### src/rtl/avs_seq_pkg.sv
package avs_seq_pkg;
  localparam int CODE_W    = 6;
  localparam int NUM_CODES = 52;
  localparam int MV_W      = 11;
  localparam int BASE_MV   = 747;
  localparam int FLOOR_MV  = 1000;
  localparam int DROP1_MV  = 100;
  localparam int DROP23_MV = 150;
  localparam int LAST_STEP = 11;

  localparam logic [7:0] ADR_CTRL  = 8'h00;
  localparam logic [7:0] ADR_MODE  = 8'h08;
  localparam logic [7:0] ADR_LVL1  = 8'h1C;
  localparam int         ENA_BIT   = 30;
  localparam int         LOWV_BIT  = 6;
  localparam int         FLD_LO    = 16;
  localparam int         FLD_HI    = 22;

  typedef enum logic [2:0] {ST_IDLE, ST_ACC, ST_CHECK, ST_SEARCH, ST_FIN} seq_st_e;

  // Voltage scale: steps of 35/3 mV from the base, rounded down.
  function automatic logic [MV_W-1:0] code_mv(input logic [CODE_W-1:0] c);
    return MV_W'(BASE_MV + (35 * int'(c)) / 3);
  endfunction
endpackage

### src/rtl/avs_code_search.sv
module avs_code_search
  import avs_seq_pkg::*;
#(
  parameter int NUM = NUM_CODES
) (
  input  logic              clk,
  input  logic              rst_n,
  input  logic              start_i,
  input  logic [MV_W-1:0]   target_i,
  output logic              busy_o,
  output logic [CODE_W-1:0] code_o
);
  localparam logic [CODE_W-1:0] TOP = CODE_W'(NUM - 1);

  logic [CODE_W-1:0] idx;
  logic              hit;

  assign hit = (code_mv(idx) >= target_i) || (idx == TOP);

  always_ff @(posedge clk or negedge rst_n) begin
    if (!rst_n) begin
      busy_o <= 1'b0;
      idx    <= '0;
      code_o <= '0;
    end else if (start_i) begin
      busy_o <= 1'b1;
      idx    <= '0;
    end else if (busy_o) begin
      if (hit) begin
        busy_o <= 1'b0;
        code_o <= idx;
      end else begin
        idx <= idx + 1'b1;
      end
    end
  end


  roundup_min_chk: assert property (@(posedge clk) disable iff (!rst_n)
    $fell(busy_o) |->
      ((code_mv(code_o) >= target_i) || (code_o == TOP)) &&
      ((code_o == '0) || (code_mv(code_o - 1'b1) < target_i)));
endmodule

### src/rtl/avs_access_plan.sv
module avs_access_plan
  import avs_seq_pkg::*;
#(
  parameter int ADDR_W = 8,
  parameter int DATA_W = 32
) (
  input  logic [3:0]        step_i,
  input  logic [DATA_W-1:0] hold_i,
  input  logic [CODE_W-1:0] code1_i,
  input  logic [CODE_W-1:0] code23_i,
  output logic [ADDR_W-1:0] addr_o,
  output logic              we_o,
  output logic [DATA_W-1:0] wdata_o
);
  localparam logic [DATA_W-1:0] FLD_MASK =
    (DATA_W'((1 << CODE_W) - 1) << FLD_LO) | (DATA_W'((1 << CODE_W) - 1) << FLD_HI);

  function automatic logic [DATA_W-1:0] place(input logic [DATA_W-1:0] v,
                                              input logic [CODE_W-1:0] c);
    return (v & ~FLD_MASK) | (DATA_W'(c) << FLD_LO) | (DATA_W'(c) << FLD_HI);
  endfunction

  assign we_o = step_i[0];

  always_comb begin
    unique case (step_i[3:1])
      3'd0, 3'd5: addr_o = ADDR_W'(ADR_CTRL);
      3'd1:       addr_o = ADDR_W'(ADR_MODE);
      3'd2:       addr_o = ADDR_W'(ADR_LVL1);
      3'd3:       addr_o = ADDR_W'(ADR_LVL1) + ADDR_W'(4);
      3'd4:       addr_o = ADDR_W'(ADR_LVL1) + ADDR_W'(8);
      default:    addr_o = ADDR_W'(ADR_CTRL);
    endcase
  end

  always_comb begin
    case (step_i)
      4'd1:    wdata_o = hold_i & ~(DATA_W'(1) << ENA_BIT);
      4'd3:    wdata_o = hold_i | (DATA_W'(1) << LOWV_BIT);
      4'd5:    wdata_o = place(hold_i, code1_i);
      4'd7,
      4'd9:    wdata_o = place(hold_i, code23_i);
      4'd11:   wdata_o = hold_i | (DATA_W'(1) << ENA_BIT);
      default: wdata_o = '0;
    endcase
  end
endmodule

### src/rtl/avs_level_seq.sv
module avs_level_seq
  import avs_seq_pkg::*;
#(
  parameter int ADDR_W = 8,
  parameter int DATA_W = 32
) (
  input  logic              clk,
  input  logic              rst_n,
  input  logic              start_i,
  output logic              done_o,
  output logic              err_o,
  output logic              bus_req_o,
  output logic              bus_we_o,
  output logic [ADDR_W-1:0] bus_addr_o,
  output logic [DATA_W-1:0] bus_wdata_o,
  input  logic              bus_ack_i,
  input  logic [DATA_W-1:0] bus_rdata_i
);
  localparam int NSRCH = 2;

  seq_st_e           st;
  logic [3:0]        step;
  logic [DATA_W-1:0] hold;
  logic [CODE_W-1:0] code0;
  logic              err_q;
  logic              srch_go;
  logic [MV_W-1:0]   v0;
  logic [MV_W-1:0]   tgt   [NSRCH];
  logic [NSRCH-1:0]  sbusy;
  logic [CODE_W-1:0] scode [NSRCH];

  assign v0 = code_mv(code0);

  always_comb begin
    tgt[0] = (v0 > MV_W'(FLOOR_MV + DROP1_MV))  ? v0 - MV_W'(DROP1_MV)  : MV_W'(FLOOR_MV);
    tgt[1] = (v0 > MV_W'(FLOOR_MV + DROP23_MV)) ? v0 - MV_W'(DROP23_MV) : MV_W'(FLOOR_MV);
  end

  assign srch_go = (st == ST_CHECK) && (code0 < CODE_W'(NUM_CODES));

  for (genvar g = 0; g < NSRCH; g++) begin : g_srch
    avs_code_search #(.NUM(NUM_CODES)) u_srch (
      .clk      (clk),
      .rst_n    (rst_n),
      .start_i  (srch_go),
      .target_i (tgt[g]),
      .busy_o   (sbusy[g]),
      .code_o   (scode[g])
    );
  end

  avs_access_plan #(.ADDR_W(ADDR_W), .DATA_W(DATA_W)) u_plan (
    .step_i   (step),
    .hold_i   (hold),
    .code1_i  (scode[0]),
    .code23_i (scode[1]),
    .addr_o   (bus_addr_o),
    .we_o     (bus_we_o),
    .wdata_o  (bus_wdata_o)
  );

  always_ff @(posedge clk or negedge rst_n) begin
    if (!rst_n) begin
      st    <= ST_IDLE;
      step  <= '0;
      hold  <= '0;
      code0 <= '0;
      err_q <= 1'b0;
    end else begin
      unique case (st)
        ST_IDLE: if (start_i) begin
          step  <= '0;
          err_q <= 1'b0;
          st    <= ST_ACC;
        end
        ST_ACC: if (bus_ack_i) begin
          if (!bus_we_o) hold <= bus_rdata_i;
          if (step == 4'd0) begin
            code0 <= bus_rdata_i[FLD_HI +: CODE_W];
            st    <= ST_CHECK;
          end else if (step == 4'(LAST_STEP)) begin
            st <= ST_FIN;
          end else begin
            step <= step + 1'b1;
          end
        end
        ST_CHECK: if (srch_go) begin
          st <= ST_SEARCH;
        end else begin
          err_q <= 1'b1;
          st    <= ST_FIN;
        end
        ST_SEARCH: if (sbusy == '0) begin
          step <= 4'd1;
          st   <= ST_ACC;
        end
        ST_FIN:  st <= ST_IDLE;
        default: st <= ST_IDLE;
      endcase
    end
  end

  assign bus_req_o = (st == ST_ACC);
  assign done_o    = (st == ST_FIN);
  assign err_o     = err_q;


  req_hold_chk: assert property (@(posedge clk) disable iff (!rst_n)
    bus_req_o && !bus_ack_i |=> bus_req_o && $stable(bus_addr_o) &&
                                 $stable(bus_we_o) && $stable(bus_wdata_o));

  done_pulse_chk: assert property (@(posedge clk) disable iff (!rst_n)
    done_o |=> !done_o);

  err_nowrite_chk: assert property (@(posedge clk) disable iff (!rst_n)
    err_o |-> !(bus_req_o && bus_we_o));

  busy_start_chk: assert property (@(posedge clk) disable iff (!rst_n)
    bus_req_o && !bus_ack_i && start_i |=> bus_req_o && $stable(bus_addr_o));
endmodule

### config.mk
export PLATFORM = sky130hd
export DESIGN_NAME = avs_level_seq
export DESIGN_NICKNAME = d
export VERILOG_FILES = /design/src/rtl/avs_seq_pkg.sv /design/src/rtl/avs_code_search.sv /design/src/rtl/avs_access_plan.sv /design/src/rtl/avs_level_seq.sv
export SDC_FILE = /design/constraint.sdc
export NUM_CORES = 1
export LEC_CHECK = 0
export CAP_MARGIN = 40
export CORE_ASPECT_RATIO = 0.9
export CORE_MARGIN = 1
export CORE_UTILIZATION = 25
export CTS_CLUSTER_DIAMETER = 80
export DETAILED_ROUTE_END_ITERATION = 8
export GPL_TIMING_DRIVEN = 0
export HOLD_SLACK_MARGIN = 0.1
export PLACE_DENSITY_LB_ADDON = 0.05
export SLEW_MARGIN = 20
export SYNTH_ARGS = -nofsm -noshare
export SYNTH_HDL_FRONTEND = slang
export SYNTH_SLANG_ARGS = --single-unit
### constraint.sdc
create_clock -name clk -period 28.4 [get_ports clk]
set_clock_uncertainty 0.15 [all_clocks]
set_input_delay 5.68 -clock clk [delete_from_list [all_inputs] [get_ports clk]]
set_output_delay 5.68 -clock clk [all_outputs]
set_load 0.02 [all_outputs]
==> metrics.cfg <==
[sta]
finalCriticalPeriod_ns=13.34
finalSetupViolCount=0
slew_headroom=0.430
tightest_slew_ns=0.846
max_freq_mhz=75.0
hold_viol_final=0
rsz0062_at_grt=no
period_share=0.470
setup_tns_ns=0
finalMaxSlewViolations=0
hold_slack_ns=0.346

[synth]
yosysSeqAreaShare=0.150
async_flop_share=1.00
syn_area_um2=12000
yosys.area_share.adder=0.115
yosys_warnings=0
synthXorXnorAreaFrac=0.0609
synth_area_per_cell_um2=7.46
synth_edf_count=0
synth_cells=1611
synth-seq-cells=72
yosys.area_share.simple=0.230
synth_top_cell_by_area=dfrtp_1
synth_top_flop_cell=dfrtp_1
synth_top_family_by_area=compound AO/OA/AOI/OAI gates
synth-compound-area-share=0.321
synthMuxAreaShare=0.0650
synth.area.top_cells=dfrtp_1 15%, ha_1 11%, nor2_1 4.9%, nand2_1 4.9%, mux2_2 4.6%
yosysUniqueCellTypes=108
synth.top_cell.area_share=0.150

[setup_path]
critPathArrivalTime_ns=13.39
path_class=flip-flop to flip-flop
path_delay_family=compound AO/OA/AOI/OAI gates
critPathMaxFanout=10
timing.rr.start=code0[4]$_DFFE_PN0P_
cp-end-kind=flip-flop
cp_num_cells=58
max_stage_delay_ns=0.71
required_ns=28.45
crit_path_top_delay_cell=a221oi_2
cpMostUsedCell=ha_1
critPathLaunchType=flip-flop
reg2reg_depth=58
r2r-end=g_srch[1].u_srch.idx[4]$_DFFE_PN0P_
critPathBufInv=7
ff2ff_setup_slack_ns=15.06

[clock_network]
cts_inserted_buffers=9
cts_tree=built
hold_buffers=0
post-cts-setup-buffers=0
ctsResizeCount=0
root_buffer=clkbuf_16
cts_sinks=72
htree_levels=3
clkLatencyLatePin_ns=0.34
clockBufferDepth=2
clkSlewWorstSetupHoldPaths_ns=0.06

[final_layout]
n_fill_cell=5121
stdcell_area_um2=13900
final_cell_mix=157 x nor2_1, 156 x nand2_1, 103 x o21ai_0, 101 x ha_1, 84 x a21oi_1
diodes=0
syn_to_final_growth_pct=15.9
final_nets=1855
final_common_cell=nor2_1
drive_gt1_frac=0.0949
utilization=0.297

[outcome]
status=finished clean

[hold_path]
worst_hold_path_type=flip-flop to flip-flop
worstHoldStart=hold[9]$_DFFE_PN0P_
holdPathStages=1
hold_path_end=hold[9]$_DFFE_PN0P_

[die]
start_util=0.256
rows=75
die_x_um=233
ioPinCount=80
die_area_um2=49000
core_um2=47000
die_h_um=210

[drt]
wire_per_inst_um=18.2
via_count=12500
initialDrtViolationCount=1205
drtAntennaViolNets=0
first_pass_iters=5
routed_wl_um=42500
drcViolationCount=0
via_per_inst=5.37

[placed_design]
gp_congestion=0.830
place_area_um2=13600
dp_hpwl_um=34000
portBuffers=75

[global_route]
grt_pass1_vias=11900
grt_max_degree=38
overflow=0
grtUsageTotal=0.173
antenna_found_initial=0
grt_pass1_wl_um=68400

[job]
maxCapViolations=0

-- logic make-up (layout without fill, tap and decap cells) --
| group | Yosys count | in the layout |
|---|---|---|
| AND/OR/NAND/NOR | 579 | 579 |
| AO/OA/AOI/OAI | 526 | 526 |
| buffers and inverters | 172 | 275 |
| adder cells (fa/ha/maj) | 107 | 107 |
| XOR/XNOR | 82 | 82 |
| multiplexers | 72 | 72 |
| flip-flops | 72 | 72 |
| other | 1 | 4 |
-- state kept, by name, indices dropped and copies added (netlist names) --
register and count:
g_srch.u_srch.code_o 12, g_srch.u_srch.idx 12, hold 32, st 3, g_srch.u_srch.busy_o 2, err_o 1, code0 6, step 4
-- through the flow --
stage	setup WS, ns	instances
after global routing	13.73	2333
after detailed placement	15.09	2315
final	15.06	2333
after CTS	15.06	2331
after floorplan	17.72	1614
after global placement	14.85	2305
-- per-layer routing --
| layer | up-vias | part of all wire | global-route usage | routed length (um) |
|---|---|---|---|---|
| met5 | - | 0 | 0 | 0 |
| li1 | 6197 | - | - | - |
| met1 | 5974 | 0.54 | 0.277 | 22800 |
| met4 | 0 | 0.0074 | 0.0228 | 316 |
| met3 | 18 | 0.043 | 0.0143 | 1840 |
| met2 | 340 | 0.41 | 0.250 | 17500 |
-- worst max path at each step --
stage                                                endpoint                 start
after floorplan           g_srch[0].u_srch.idx[5]$_DFFE_PN0P_  code0[4]$_DFFE_PN0P_
after global placement    g_srch[1].u_srch.idx[5]$_DFFE_PN0P_  code0[4]$_DFFE_PN0P_
after detailed placement  g_srch[1].u_srch.idx[5]$_DFFE_PN0P_  code0[4]$_DFFE_PN0P_
after CTS                 g_srch[1].u_srch.idx[5]$_DFFE_PN0P_  code0[4]$_DFFE_PN0P_
after global routing      g_srch[1].u_srch.idx[3]$_DFFE_PN0P_  code0[4]$_DFFE_PN0P_
final                     g_srch[1].u_srch.idx[4]$_DFFE_PN0P_  code0[4]$_DFFE_PN0P_
-- cell usage after synthesis (15+ instances only) --
library cell and number:
xnor2_1 59, ha_1 101, a31oi_1 32, nor3_1 59
clkbuf_1 66, a21oi_1 84, nor2b_1 15, o211ai_1 28
nand2b_1 20, mux2i_1 23, a211oi_1 24, nor2_1 157
and2_1 29, nand2_1 156, inv_1 77, a21o_1 28
mux2_2 49, nand4_1 17, nand3_1 51, a22o_1 15
o21ai_0 103, xor2_1 22, dfrtp_1 72
-- layout make-up --
cell class / instances / area [um^2] / share of cell area
inverters: 82 / 308 / 0.0221
clock buffers: 9 / 225 / 0.0162
flip-flops and latches: 72 / 1800 / 0.129
plain buffers: 90 / 394 / 0.0283
clock inverters: 7 / 75.1 / 0.00539
multi-input cells: 1370 / 9540 / 0.684
well taps: 616 / 771 / 0.0553
repair buffers: 87 / 827 / 0.0593
Power is not shown: default switching activity piles up to over one toggle a cycle in this logic, so the estimate is an artifact.
